$ cat config.mk
export PLATFORM = sky130hd
export DESIGN_NAME = alu8_core
export DESIGN_NICKNAME = d
export VERILOG_FILES = /design/src/rtl/alu8_pkg.sv /design/src/rtl/alu8_ctrl.sv /design/src/rtl/alu8_datapath.sv /design/src/rtl/alu8_core.sv
export SDC_FILE = /design/constraint.sdc
export NUM_CORES = 1
export LEC_CHECK = 0
export ABC_AREA = 1
export BUFFER_PORTS_ARGS = -buffer_cell sky130_fd_sc_hd__buf_2
export CAP_MARGIN = 20
export CORE_MARGIN = 3
export CORE_UTILIZATION = 56
export CTS_CLUSTER_DIAMETER = 150
export DETAILED_ROUTE_END_ITERATION = 12
export HOLD_SLACK_MARGIN = 0.15
export PLACE_DENSITY = 0.82
export SYNTH_ARGS = -nofsm -noshare
export SYNTH_HDL_FRONTEND = slang
export SYNTH_SLANG_ARGS = --single-unit
$ cat constraint.sdc
create_clock -name clk -period 3.6 [get_ports clk]
set_input_delay 0.36 -clock clk [delete_from_list [all_inputs] [get_ports clk]]
set_output_delay 0.36 -clock clk [all_outputs]
set_load 0.005 [all_outputs]
$ cat src/rtl/alu8_pkg.sv
package alu8_pkg;
  parameter int DATA_W = 8;
  parameter int OP_W   = 5;

  typedef enum logic [OP_W-1:0] {
    OP_LOAD = 5'd0,  OP_ADD  = 5'd1,  OP_ADDC = 5'd2,  OP_SUB  = 5'd3,
    OP_SUBC = 5'd4,  OP_AND  = 5'd5,  OP_OR   = 5'd6,  OP_XOR  = 5'd7,
    OP_TEST = 5'd8,  OP_CMP  = 5'd9,
    OP_SL0  = 5'd10, OP_SL1  = 5'd11, OP_SLX  = 5'd12, OP_SLC  = 5'd13, OP_RL = 5'd14,
    OP_SR0  = 5'd15, OP_SR1  = 5'd16, OP_SRX  = 5'd17, OP_SRC  = 5'd18, OP_RR = 5'd19
  } op_e;

  typedef enum logic [1:0] {UNIT_PASS, UNIT_ARITH, UNIT_LOGIC, UNIT_SHIFT} unit_e;
  typedef enum logic [1:0] {LG_AND, LG_OR, LG_XOR} logic_e;
  typedef enum logic [2:0] {FILL_ZERO, FILL_ONE, FILL_EDGE, FILL_CARRY, FILL_ROT} fill_e;

  typedef struct packed {
    unit_e  unit;
    logic   isSub;
    logic   useCarry;
    logic_e logicOp;
    logic   parityC;
    logic   shRight;
    fill_e  fill;
    logic   writeBack;
    logic   flagUpd;
  } alu_ctrl_t;
endpackage

$ cat src/rtl/alu8_ctrl.sv
module alu8_ctrl
  import alu8_pkg::*;
(
  input  logic            exec,
  input  logic [OP_W-1:0] opSel,
  output alu_ctrl_t       ctrl,
  output logic            writeEn
);
  always_comb begin
    ctrl = '0;
    ctrl.writeBack = 1'b1;
    ctrl.flagUpd   = 1'b1;
    case (opSel)
      OP_LOAD: begin ctrl.unit = UNIT_PASS; ctrl.flagUpd = 1'b0; end
      OP_ADD:  ctrl.unit = UNIT_ARITH;
      OP_ADDC: begin ctrl.unit = UNIT_ARITH; ctrl.useCarry = 1'b1; end
      OP_SUB:  begin ctrl.unit = UNIT_ARITH; ctrl.isSub = 1'b1; end
      OP_SUBC: begin ctrl.unit = UNIT_ARITH; ctrl.isSub = 1'b1; ctrl.useCarry = 1'b1; end
      OP_CMP:  begin ctrl.unit = UNIT_ARITH; ctrl.isSub = 1'b1; ctrl.writeBack = 1'b0; end
      OP_AND:  begin ctrl.unit = UNIT_LOGIC; ctrl.logicOp = LG_AND; end
      OP_OR:   begin ctrl.unit = UNIT_LOGIC; ctrl.logicOp = LG_OR; end
      OP_XOR:  begin ctrl.unit = UNIT_LOGIC; ctrl.logicOp = LG_XOR; end
      OP_TEST: begin
        ctrl.unit = UNIT_LOGIC; ctrl.logicOp = LG_AND;
        ctrl.parityC = 1'b1; ctrl.writeBack = 1'b0;
      end
      OP_SL0:  begin ctrl.unit = UNIT_SHIFT; ctrl.fill = FILL_ZERO; end
      OP_SL1:  begin ctrl.unit = UNIT_SHIFT; ctrl.fill = FILL_ONE; end
      OP_SLX:  begin ctrl.unit = UNIT_SHIFT; ctrl.fill = FILL_EDGE; end
      OP_SLC:  begin ctrl.unit = UNIT_SHIFT; ctrl.fill = FILL_CARRY; end
      OP_RL:   begin ctrl.unit = UNIT_SHIFT; ctrl.fill = FILL_ROT; end
      OP_SR0:  begin ctrl.unit = UNIT_SHIFT; ctrl.shRight = 1'b1; ctrl.fill = FILL_ZERO; end
      OP_SR1:  begin ctrl.unit = UNIT_SHIFT; ctrl.shRight = 1'b1; ctrl.fill = FILL_ONE; end
      OP_SRX:  begin ctrl.unit = UNIT_SHIFT; ctrl.shRight = 1'b1; ctrl.fill = FILL_EDGE; end
      OP_SRC:  begin ctrl.unit = UNIT_SHIFT; ctrl.shRight = 1'b1; ctrl.fill = FILL_CARRY; end
      OP_RR:   begin ctrl.unit = UNIT_SHIFT; ctrl.shRight = 1'b1; ctrl.fill = FILL_ROT; end
      default: begin ctrl.writeBack = 1'b0; ctrl.flagUpd = 1'b0; end
    endcase
  end

  assign writeEn = exec & ctrl.writeBack;
endmodule

$ cat src/rtl/alu8_datapath.sv
module alu8_datapath
  import alu8_pkg::*;
#(
  parameter int W = DATA_W
) (
  input  logic         clk,
  input  logic         rstN,
  input  logic         exec,
  input  alu_ctrl_t    ctrl,
  input  logic [W-1:0] opA,
  input  logic [W-1:0] regB,
  input  logic [W-1:0] immB,
  input  logic         useImm,
  output logic [W-1:0] result,
  output logic         carryNext,
  output logic         zeroNext,
  output logic         carryFlag,
  output logic         zeroFlag
);
  logic [W-1:0] opB, bArith, logicRes, shiftRes, core;
  logic [W:0]   sum;
  logic         carryIn, arithCarry, fillBit, shiftCarry, coreCarry;

  assign opB = useImm ? immB : regB;

  // Subtract is A + ~B + ~borrowIn; borrow-out is the inverted carry-out.
  always_comb begin
    carryIn    = ctrl.useCarry & carryFlag;
    bArith     = ctrl.isSub ? ~opB : opB;
    sum        = {1'b0, opA} + {1'b0, bArith} + {{W{1'b0}}, ctrl.isSub ^ carryIn};
    arithCarry = sum[W] ^ ctrl.isSub;
  end

  always_comb begin
    case (ctrl.logicOp)
      LG_OR:   logicRes = opA | opB;
      LG_XOR:  logicRes = opA ^ opB;
      default: logicRes = opA & opB;
    endcase
  end

  always_comb begin
    case (ctrl.fill)
      FILL_ONE:   fillBit = 1'b1;
      FILL_EDGE:  fillBit = ctrl.shRight ? opA[W-1] : opA[0];
      FILL_CARRY: fillBit = carryFlag;
      FILL_ROT:   fillBit = ctrl.shRight ? opA[0] : opA[W-1];
      default:    fillBit = 1'b0;
    endcase
    shiftRes   = ctrl.shRight ? {fillBit, opA[W-1:1]} : {opA[W-2:0], fillBit};
    shiftCarry = ctrl.shRight ? opA[0] : opA[W-1];
  end

  always_comb begin
    case (ctrl.unit)
      UNIT_ARITH: begin core = sum[W-1:0]; coreCarry = arithCarry; end
      UNIT_LOGIC: begin core = logicRes; coreCarry = ctrl.parityC & (^logicRes); end
      UNIT_SHIFT: begin core = shiftRes; coreCarry = shiftCarry; end
      default:    begin core = opB; coreCarry = carryFlag; end
    endcase
  end

  assign result    = core;
  assign carryNext = ctrl.flagUpd ? coreCarry : carryFlag;
  assign zeroNext  = ctrl.flagUpd ? (core == '0) : zeroFlag;

  always_ff @(posedge clk or negedge rstN) begin
    if (!rstN) begin
      carryFlag <= 1'b0;
      zeroFlag  <= 1'b0;
    end else if (exec) begin
      carryFlag <= carryNext;
      zeroFlag  <= zeroNext;
    end
  end
endmodule

$ cat src/rtl/alu8_core.sv
module alu8_core
  import alu8_pkg::*;
(
  input  logic              clk,
  input  logic              rstN,
  input  logic              exec,
  input  logic [OP_W-1:0]   opSel,
  input  logic [DATA_W-1:0] opA,
  input  logic [DATA_W-1:0] regB,
  input  logic [DATA_W-1:0] immB,
  input  logic              useImm,
  output logic [DATA_W-1:0] result,
  output logic              writeEn,
  output logic              carryNext,
  output logic              zeroNext,
  output logic              carryFlag,
  output logic              zeroFlag
);
  alu_ctrl_t ctrl;

  alu8_ctrl uCtrl (
    .exec    (exec),
    .opSel   (opSel),
    .ctrl    (ctrl),
    .writeEn (writeEn)
  );

  alu8_datapath #(.W(DATA_W)) uDp (
    .clk       (clk),
    .rstN      (rstN),
    .exec      (exec),
    .ctrl      (ctrl),
    .opA       (opA),
    .regB      (regB),
    .immB      (immB),
    .useImm    (useImm),
    .result    (result),
    .carryNext (carryNext),
    .zeroNext  (zeroNext),
    .carryFlag (carryFlag),
    .zeroFlag  (zeroFlag)
  );
endmodule

==> results of run 1 <==
## repair_timing
item                                    in CTS  in global routing
setup buffers                                0                  4
pin swaps                                    0                  1
hold endpoints to repair                     2                  0
endpoints found under the setup margin       2                  2
hold buffers                                 1                  0
gates resized for setup                      4                 12
## cell families after synthesis
logic type,share of synthesized area [%]
flops,2.456
simple gates,47.70
xor+xnor,6.875
fa+ha+maj,17.93
buf+inv,14.98
compound gates,10.07
## power groups by stage
| stage | Clock, mW | Combinational, mW | Sequential (mW) |
|---|---|---|---|
| after global placement | 0 | 0.373 | 0.0300 |
| final | 0.0535 | 0.407 | 0.0302 |
| after CTS | 0.0528 | 0.386 | 0.0299 |
| after detailed placement | 0 | 0.380 | 0.0301 |
| after floorplan | 0 | 0.257 | 0.0288 |
| after global routing | 0.0538 | 0.457 | 0.0301 |
## through the flow
step / power (mW) / std cells / hold slack (ns) / setup WS, ns
final: 0.4910 / 489 / 0.3729 / 0.1680
after detailed placement: 0.4102 / 481 / 0.1452 / -0.1797
after CTS: 0.4685 / 485 / 0.3842 / 0.05849
after floorplan: 0.2858 / 375 / 0.06441 / 0.2896
after global routing: 0.5411 / 489 / 0.3944 / -0.01295
after global placement: 0.4027 / 481 / 0.1440 / -0.06239
## state kept, by name, summed over array words and instances (netlist names)
name and cells:
uDp.carryFlag 1, uDp.zeroFlag 1
## per-layer routing
metal | vias up | global-route usage, % | part of all wire (%) | routed length [um]
met5 | - | 0 | 0 | 0
li1 | 1320 | - | - | -
met4 | 0 | 10.66 | 2.4 | 155
met2 | 151 | 50.43 | 48 | 3093
met1 | 1174 | 37.46 | 40 | 2595
met3 | 18 | 2.381 | 9.5 | 614
## tightest hold or removal path, stage by stage
cell and delay [ns]:
buf_2 0.10, nand2_1 0.06, nand2_1 0.06
## final cells by class
cell class / instances / area [um^2]
fillers: 314 / 867.1
inverters: 63 / 236.5
flip-flops and latches: 2 / 50.05
repair buffers: 73 / 441.7
multi-input cells: 302 / 1740
well taps: 46 / 57.56
clock buffers: 3 / 22.52
## placed cells by master (no fill, tap or decap)
cell type and n:
buf_4 26, nand3b_1 3, ha_1 25, buf_6 1, inv_1 62, o21bai_1 1
o22ai_1 2, or2_2 1, xnor2_1 6, nor2_4 2, nor2_1 40, nand2_1 113
nand3_1 40, dfrtp_1 2, o21ai_0 17, nand4_1 5, nand2_2 4, fa_2 2
a31oi_1 3, o211ai_1 1, a21oi_2 4, clkbuf_4 3, a21boi_0 1, o21ai_2 1
nor2_2 8, ha_2 1, nand3_2 6, a22oi_1 1, a41oi_1 1, xor2_1 10
buf_2 45, a31oi_4 1, inv_2 1, a21oi_1 3, dlygate4sd3_1 1
## path summary, 6_finish.rpt
kind                          startpoint             to  slack [ns]  cells after the start
max                             opSel[3]       zeroNext        0.17                     19
min                                 exec   uDp.zeroFlag        0.37                      3
max reg2reg                uDp.carryFlag   uDp.zeroFlag        0.99                     15
min reg2reg                 uDp.zeroFlag   uDp.zeroFlag        0.53                      2
max in group asynchronous           rstN  uDp.carryFlag        3.06                      2
min in group asynchronous           rstN   uDp.zeroFlag        0.44                      2
==> impl_metrics.env, run 1 <==
export IMPL_ys_seq_area_share_pct=2.455
export IMPL_coreArea_um2=3416
export IMPL_power_density_nw_per_um2=192.7
export IMPL_status="completed"
export IMPL_vias=2663
export IMPL_utilization_pct=74.62
export IMPL_crit_top_cell="nand3_1"
export IMPL_grt_usage_pct=29.26
export IMPL_maxSlewViolCount=0
export IMPL_die_w_um=66.33
export IMPL_path_max_fanout=5
export IMPL_worstMarginPinSlew_ns=0.6454
export IMPL_antenna_found_initial=0
export IMPL_viasPerCell=5.446
export IMPL_grt_start_max_net_pins=17
export IMPL_yosys_warnings=0
export IMPL_cts_max_level=1
export IMPL_gp_congestion=0.9606
export IMPL_worstHoldPathType="in -> reg"
export IMPL_path_delay_family="simple AND/OR/NAND/NOR gates"
export IMPL_synthArstFlopShare_pct=100.0
export IMPL_grt_pass1_vias=2250
export IMPL_syn_inst=375
export IMPL_final_antenna_net_count=0
export IMPL_area_growth_pct=25.05
export IMPL_clk_pin_slew_ns=0.04
export IMPL_cts_root_buf="clkbuf_4"
export IMPL_endpoint_kind="output pin"
export IMPL_crit_type="in -> out"
export IMPL_cpPeakStageDelay_ns=0.37
export IMPL_cp_required_ns=3.24
export IMPL_crit_chain="buf_2, inv_1, nor2_2, nand3_1, nand2_1, a31oi_4, buf_4, xnor2_1, fa_2, fa_2, xor2_1, nand2_1, nand3_1, nor2_2, nand3_2, a21oi_2, nand3_1, nand2_2, buf_2"
export IMPL_syn_nets=436
export IMPL_cp_slowest_cell="fa_2"
export IMPL_maxCapViolations=0
export IMPL_die_height_um=66.33
export IMPL_drt_wirelength_per_cell_um=13.21
export IMPL_diodes=0
export IMPL_cts_tree="done"
export IMPL_stdcell_area_um2=2549
export IMPL_slew_headroom_pct=56.52
export IMPL_period_needed_ns=3.432
export IMPL_yosysTopAreaCell="nand2_1"
export IMPL_row_count=21
export IMPL_clk_path_buf_depth=2
export IMPL_placed_cell_area_um2=2425
export IMPL_drc=0
export IMPL_clock_latency_ns=0.24
export IMPL_synth_common_cells="nand2_1, inv_1, nor2_1"
export IMPL_cts_buffers=3
export IMPL_net_switching_power_mw=0.2643
export IMPL_synthTopCellsByArea="nand2_1, ha_1, inv_1"
export IMPL_die_area_um2=4400
export IMPL_avgSynthCellArea_um2=5.435
export IMPL_dpl_hpwl_mm=5.038
export IMPL_io_buffers=45
export IMPL_first_pass_iters=5
export IMPL_ys_flop_type="dfrtp_1"
export IMPL_worstPathArrival_ns=3.07
export IMPL_finalHoldViolCount=0
export IMPL_synth_edff_count=0
export IMPL_p_int_mw=0.2268
export IMPL_swShare_pct=53.82
export IMPL_cp_start_kind="primary input"
export IMPL_ys_ff_latch=2
export IMPL_wl_mm=6.458
export IMPL_p_leak_nw=1.485
export IMPL_timing_fmax_ghz=0.2914
export IMPL_synth_most_common_cell="nand2_1"
export IMPL_drt_iter0_markers=294
export IMPL_io_pins=46
export IMPL_clock_power_share_pct=10.9
export IMPL_power_frac_comb_pct=82.9
export IMPL_ys_types=32
export IMPL_clock_skew_ns=0.009711
export IMPL_nets=506
export IMPL_fin_setup_tns_ns=0
export IMPL_path_buf_inv=4
export IMPL_grt_overflow_total=0
export IMPL_initial_core_util_pct=59.67
export IMPL_setup_viol=0
export IMPL_period_share_pct=95.33
export IMPL_syn_cell_area_um2=2038
export IMPL_ir_drop_mv=0.09979
export IMPL_clkSinkCount=2
export IMPL_pwr_share_seq_pct=6.1
export IMPL_grt_pass1_wl_mm=10.16
export IMPL_drive_gt1_share_pct=23.93
export IMPL_yosys_area_top_type_share_pct=20.81
Note: power is estimated with default switching activity, not from simulation.
==> run 2, diff against run 1 <==
CORE_UTILIZATION = 57   (was 56)
PLACE_DENSITY = 0.83   (was 0.82)
SYNTH_HIERARCHICAL = 1   (was not set)
==> impl_metrics.env, run 2 <==
export IMPL_status="completed"
export IMPL_cpPeakStageDelay_ns=0.41
export IMPL_cts_tree="done"
export IMPL_clkSinkCount=2
export IMPL_final_antenna_net_count=0
export IMPL_regArea_um2=50.05
export IMPL_path_max_fanout=10
export IMPL_first_pass_iters=5
export IMPL_yosys_warnings=6
export IMPL_diodes=0
export IMPL_area_growth_pct=16.26
export IMPL_yosys_area_top_type_share_pct=21.98
export IMPL_yosysTopAreaCell="nand2_1"
export IMPL_viasPerCell=5.381
export IMPL_r2r_cells=16
export IMPL_antenna_found_initial=0
export IMPL_initial_core_util_pct=62.08
export IMPL_coreArea_um2=3521
export IMPL_cp_slowest_cell="fa_1"
export IMPL_period_needed_ns=3.344
export IMPL_maxCapViolations=0
export IMPL_syn_nets=454
export IMPL_swShare_pct=52.22
export IMPL_cp_required_ns=3.24
export IMPL_syn_cell_area_um2=2186
export IMPL_grt_pass1_vias=2189
export IMPL_synthArstFlopShare_pct=100.0
export IMPL_ys_seq_area_share_pct=2.290
export IMPL_cts_root_buf="clkbuf_8"
export IMPL_cts_max_level=1
export IMPL_synth_most_common_cell="nand2_1"
export IMPL_clock_skew_ns=0.0008622
export IMPL_grt_overflow_total=0
export IMPL_dpl_hpwl_mm=5.163
export IMPL_pwr_share_seq_pct=5.6
export IMPL_die_area_um2=4614
export IMPL_drive_gt1_share_pct=20.59
export IMPL_cts_buffers=3
export IMPL_crit_type="in -> out"
export IMPL_worstHoldPathCells=3
export IMPL_multiInputGateArea_um2=1817
export IMPL_crit_top_cell="nand2_1"
export IMPL_timing_fmax_ghz=0.2990
export IMPL_final_cell_mix="nand2_1, inv_1, buf_2"
export IMPL_wl_mm=6.033
export IMPL_mostFrequentLayoutCell="nand2_1"
export IMPL_ys_types=40
export IMPL_p_leak_nw=1.477
export IMPL_net_switching_power_mw=0.2855
export IMPL_crit_chain="buf_2, inv_4, nand2_2, nor2_1, nand2_1, nand3_4, xor2_1, inv_1, fa_1, inv_1, fa_1, a21oi_1, a31oi_1, o21ai_0, nand2_1, nand3_1, nor2_1, nand4_1, nand2_1, buf_2"
export IMPL_die_height_um=67.93
export IMPL_total_power_mw=0.5468
export IMPL_cp_start_kind="primary input"
export IMPL_io_buffers=45
export IMPL_cts_setup_buffers=0
export IMPL_worstPathArrival_ns=2.98
export IMPL_finalHoldViolCount=0
export IMPL_period_share_pct=92.89
export IMPL_worstMarginPinSlew_ns=0.6761
export IMPL_vias=2626
export IMPL_synthTopCellsByArea="nand2_1, ha_1, inv_1"
export IMPL_power_frac_comb_pct=78.4
export IMPL_ir_drop_mv=0.2316
export IMPL_grt_pass1_wl_mm=9.908
export IMPL_rsz0062_at_grt="false"
export IMPL_io_pins=46
export IMPL_endpoint_kind="output pin"
export IMPL_maxSlewViolCount=0
export IMPL_reg_top3="uDp/carryFlag: 1 flops, uDp/zeroFlag: 1 flops"
export IMPL_nets=504
export IMPL_ys_ff_latch=2
export IMPL_slew_headroom_pct=54.45
export IMPL_setup_viol=0
export IMPL_worstHoldPathType="in -> reg"
export IMPL_clock_power_share_pct=16.0
export IMPL_clock_latency_ns=0.21
export IMPL_synth_edff_count=0
export IMPL_die_w_um=67.93
export IMPL_fillers=343
export IMPL_syn_inst=394
export IMPL_avgSynthCellArea_um2=5.548
export IMPL_grt_usage_pct=27.69
export IMPL_drt_wirelength_per_cell_um=12.36
export IMPL_gp_congestion=0.9904
export IMPL_drt_iter0_markers=198
export IMPL_p_int_mw=0.2612
export IMPL_grt_start_max_net_pins=17
export IMPL_clk_path_buf_depth=2
export IMPL_power_density_nw_per_um2=215.2
export IMPL_fin_setup_tns_ns=0
export IMPL_ys_flop_type="dfrtp_1"
export IMPL_row_count=21
export IMPL_clk_pin_slew_ns=0.03
export IMPL_drc=0
export IMPL_synth_common_cells="nand2_1, inv_1, nand3_1"
-- run 2: logic make-up after synthesis --
| group | count (synthesis) | synth area share (%) |
|---|---|---|
| and+or+nand+nor | 222 | 47.74 |
| buffers and inverters | 84 | 15.74 |
| AOI/OAI and AO/OA | 46 | 12.88 |
| adders and majority gates | 27 | 16.14 |
| xor gates and xnor gates | 13 | 5.209 |
| DFF | 2 | 2.290 |
-- run 2: layout make-up --
type                            count  area share (%)
Sequential cell                     2           1.969
Inverter                           78           11.92
Tap cell                           46           2.265
Timing Repair Buffer               51           10.73
Multi-Input combinational cell    308           71.49
Clock buffer                        3           1.625
-- run 2: worst max-delay path, delay by kind of cell --
family	cells	cell delay, ns
AOI/OAI and AO/OA	3	0.33
adders and majority gates	2	0.79
and+or+nand+nor	9	0.81
buffers and inverters	5	0.53
xor gates and xnor gates	1	0.14
-- run 2: power groups by stage --
stage	combinational, mW	sequential [mW]	clock (mW)
6_report	0.429	0.0304	0.0875
5_1_grt	0.485	0.0312	0.0938
4_1_cts	0.422	0.0304	0.0887
3_5_place_dp	0.417	0.0307	0
3_3_place_gp	0.410	0.0307	0
2_1_floorplan	0.292	0.0296	0
-- run 2: through the flow --
stage	cell area, um^2	instances	hold slack, ns	setup WS [ns]	util (%)
after floorplan	2186	394	0.06441	0.4194	-
after global placement	2462	484	0.1474	0.2651	69.94
after detailed placement	2462	484	0.1485	0.1863	69.94
after CTS	2514	488	0.4430	0.1622	71.39
after global routing	2541	488	0.4679	0.007673	72.17
final	2541	488	0.4367	0.2560	72.17
-- run 2: timing repair --
item	4_1_cts	5_1_grt
hold buffers	1	0
resized for setup	0	6
hold endpoints to repair	2	0
setup endpoints to repair	0	2
-- run 2: worst paths after layout --
kind	startpoint	endpoint	slack [ns]
setup / recovery	opSel[4]	zeroNext	0.26
hold / removal	exec	uDp/zeroFlag	0.44
setup reg to reg	uDp/carryFlag	uDp/zeroFlag	1.05
hold reg to reg	uDp/zeroFlag	uDp/zeroFlag	0.56
max in group asynchronous	rstN	uDp/zeroFlag	3.03
min in group asynchronous	rstN	uDp/carryFlag	0.48
-- run 2: routing by layer --
metal	track usage [%]	vias up	wire length (um)	share of wire [%]
li1	-	1333	-	-
met1	39.45	1131	2679	44
met2	44.65	148	2671	44
met3	2.627	14	597	9.9
met4	6.203	0	84	1.4
met5	0	-	0	0
==> run 3, diff against run 2 <==
clock period = 3.2 ns   (was 3.6 ns; I/O delays follow)
==> impl_metrics.env, run 3 (same netlist as run 2, synthesis figures left out) <==
export IMPL_maxSlewViolCount=0
export IMPL_cts_root_buf="clkbuf_8"
export IMPL_diodes=0
export IMPL_drc=0
export IMPL_grt_pass1_vias=2307
export IMPL_nets=531
export IMPL_cts_tree="done"
export IMPL_cp_start_kind="primary input"
export IMPL_holdWs_ns=0.3934
export IMPL_grt_start_max_net_pins=17
export IMPL_clock_skew_ns=0.002642
export IMPL_final_cells=515
export IMPL_cts_max_level=1
export IMPL_status="finished with violations"
export IMPL_utilization_pct=81.81
export IMPL_period_needed_ns=3.426
export IMPL_crit_chain="buf_4, inv_2, nor2_4, nand3_4, nand2_2, nand2_2, xor2_1, inv_1, fa_2, inv_2, fa_2, a21oi_1, a31oi_1, o21ai_1, nand2_1, nand3_1, nor2_1, nand4_1, nand2_1, buf_2"
export IMPL_clk_pin_slew_ns=0.03
export IMPL_clock_latency_ns=0.21
export IMPL_cpPeakStageDelay_ns=0.43
export IMPL_drive_gt1_share_pct=29.42
export IMPL_violations="setup timing"
export IMPL_crit_type="in -> out"
export IMPL_place_inst=497
export IMPL_setup_viol=3
export IMPL_timing_fmax_ghz=0.2918
export IMPL_mostFrequentLayoutCell="nand2_1"
export IMPL_grt_overflow_total=0
export IMPL_drt_wirelength_per_cell_um=15.17
export IMPL_placed_cell_area_um2=2560
export IMPL_viasPerCell=5.788
export IMPL_die_w_um=67.93
export IMPL_cp_slowest_cell="fa_2"
export IMPL_path_max_fanout=4
export IMPL_path_buf_inv=5
export IMPL_stdcell_area_um2=2880
export IMPL_clkSinkCount=2
export IMPL_die_height_um=67.93
export IMPL_grt_pass1_wl_mm=10.39
export IMPL_worstPathArrival_ns=3.11
export IMPL_cp_required_ns=2.88
export IMPL_area_growth_pct=31.77
export IMPL_worstHoldPathType="in -> reg"
export IMPL_initial_core_util_pct=62.08
export IMPL_cts_buffers=3
export IMPL_finalHoldViolCount=0
export IMPL_dpl_hpwl_mm=5.295
export IMPL_io_buffers=45
export IMPL_path_delay_family="adder cells"
export IMPL_first_pass_iters=5
export IMPL_period_share_pct=107.1
export IMPL_final_antenna_net_count=0
export IMPL_total_power_mw=0.7097
export IMPL_rsz0062_at_grt="true"
export IMPL_gp_congestion=0.9924
export IMPL_ir_drop_mv=0.3013
export IMPL_endpoint_kind="output pin"
export IMPL_io_pins=46
export IMPL_coreArea_um2=3521
export IMPL_worstMarginPinSlew_ns=0.7326
export IMPL_setup_ws_ns=-0.2264
export IMPL_slew_headroom_pct=50.65
export IMPL_drt_iter0_markers=417
export IMPL_vias=2981
export IMPL_die_area_um2=4614
export IMPL_antenna_found_initial=0
export IMPL_p_leak_nw=1.628
export IMPL_row_count=21
export IMPL_final_cell_mix="nand2_1, inv_1, buf_2"
export IMPL_wl_mm=7.815
export IMPL_post_place_ws_ns=-0.03573
export IMPL_maxCapViolations=0
export IMPL_clk_path_buf_depth=2
export IMPL_fin_setup_tns_ns=-0.3455
export IMPL_fillers=248
export IMPL_grt_usage_pct=28.70
export IMPL_power_density_nw_per_um2=246.4
export IMPL_reg_top3="uDp/carryFlag: 1 flops, uDp/zeroFlag: 1 flops"
-- run 3: cell count changes in the layout (fill, tap and decap cells not counted), sizes merged --
| cell | before | now |
|---|---|---|
| clkinv | 0 | 1 |
| buf | 50 | 77 |
| inv | 78 | 77 |
-- run 3: where the power goes --
group | leakage [nW] | internal, mW | switching [mW]
registers | 0.0265 | 0.0292 | 0.00622
logic | 1.58 | 0.228 | 0.348
clock network | 0.0216 | 0.0794 | 0.0182
-- run 3: repair_timing --
| action | 4_1_cts | 5_1_grt |
|---|---|---|
| endpoints found under the hold margin | 2 | 0 |
| pin swaps | 0 | 19 |
| hold buffers | 1 | 0 |
| resized for setup | 1 | 49 |
| buffers inserted | 0 | 14 |
| setup endpoints to repair | 2 | 3 |
-- run 3: worst reg2reg max path, cell delays in order (launching register included) --
cell	delay [ns]
dfrtp_1	0.43
nand2_2	0.11
xor2_1	0.16
inv_1	0.10
fa_2	0.43
inv_2	0.08
fa_2	0.42
a21oi_1	0.22
a31oi_1	0.08
o21ai_1	0.14
nand2_1	0.11
nand3_1	0.10
nor2_1	0.05
nand4_1	0.08
nand2_1	0.08
buf_4	0.13
nand2_1	0.06
nand2_1	0.05
-- run 3: worst paths after layout --
path	cells after the start	slack, ns	startpoint	to
hold reg to reg	2	0.50	uDp/zeroFlag	uDp/zeroFlag
hold / removal	3	0.39	exec	uDp/zeroFlag
min in group asynchronous	2	0.43	rstN	uDp/zeroFlag
setup reg to reg	17	0.26	uDp/carryFlag	uDp/zeroFlag
max in group asynchronous	2	2.67	rstN	uDp/carryFlag
setup / recovery	20	-0.23	opSel[1]	zeroNext
-- run 3: per-layer routing --
| metal | part of all wire (%) | wire (um) | GRT usage [%] | up-vias |
|---|---|---|---|---|
| met5 | 0 | 0 | 0 | - |
| met4 | 5.0 | 390 | 4.467 | 0 |
| met3 | 12 | 937 | 3.284 | 66 |
| met2 | 45 | 3478 | 48.38 | 240 |
| met1 | 39 | 3009 | 39.61 | 1282 |
| li1 | - | - | - | 1393 |
-- run 3: layout make-up --
cell class | instances | area (um^2) | area share (%)
Sequential cell | 2 | 50.05 | 1.738
Multi-Input combinational cell | 308 | 1918 | 66.59
Clock buffer | 3 | 41.29 | 1.434
Tap cell | 46 | 57.56 | 1.998
Inverter | 78 | 307.8 | 10.69
Timing Repair Buffer | 78 | 505.5 | 17.55
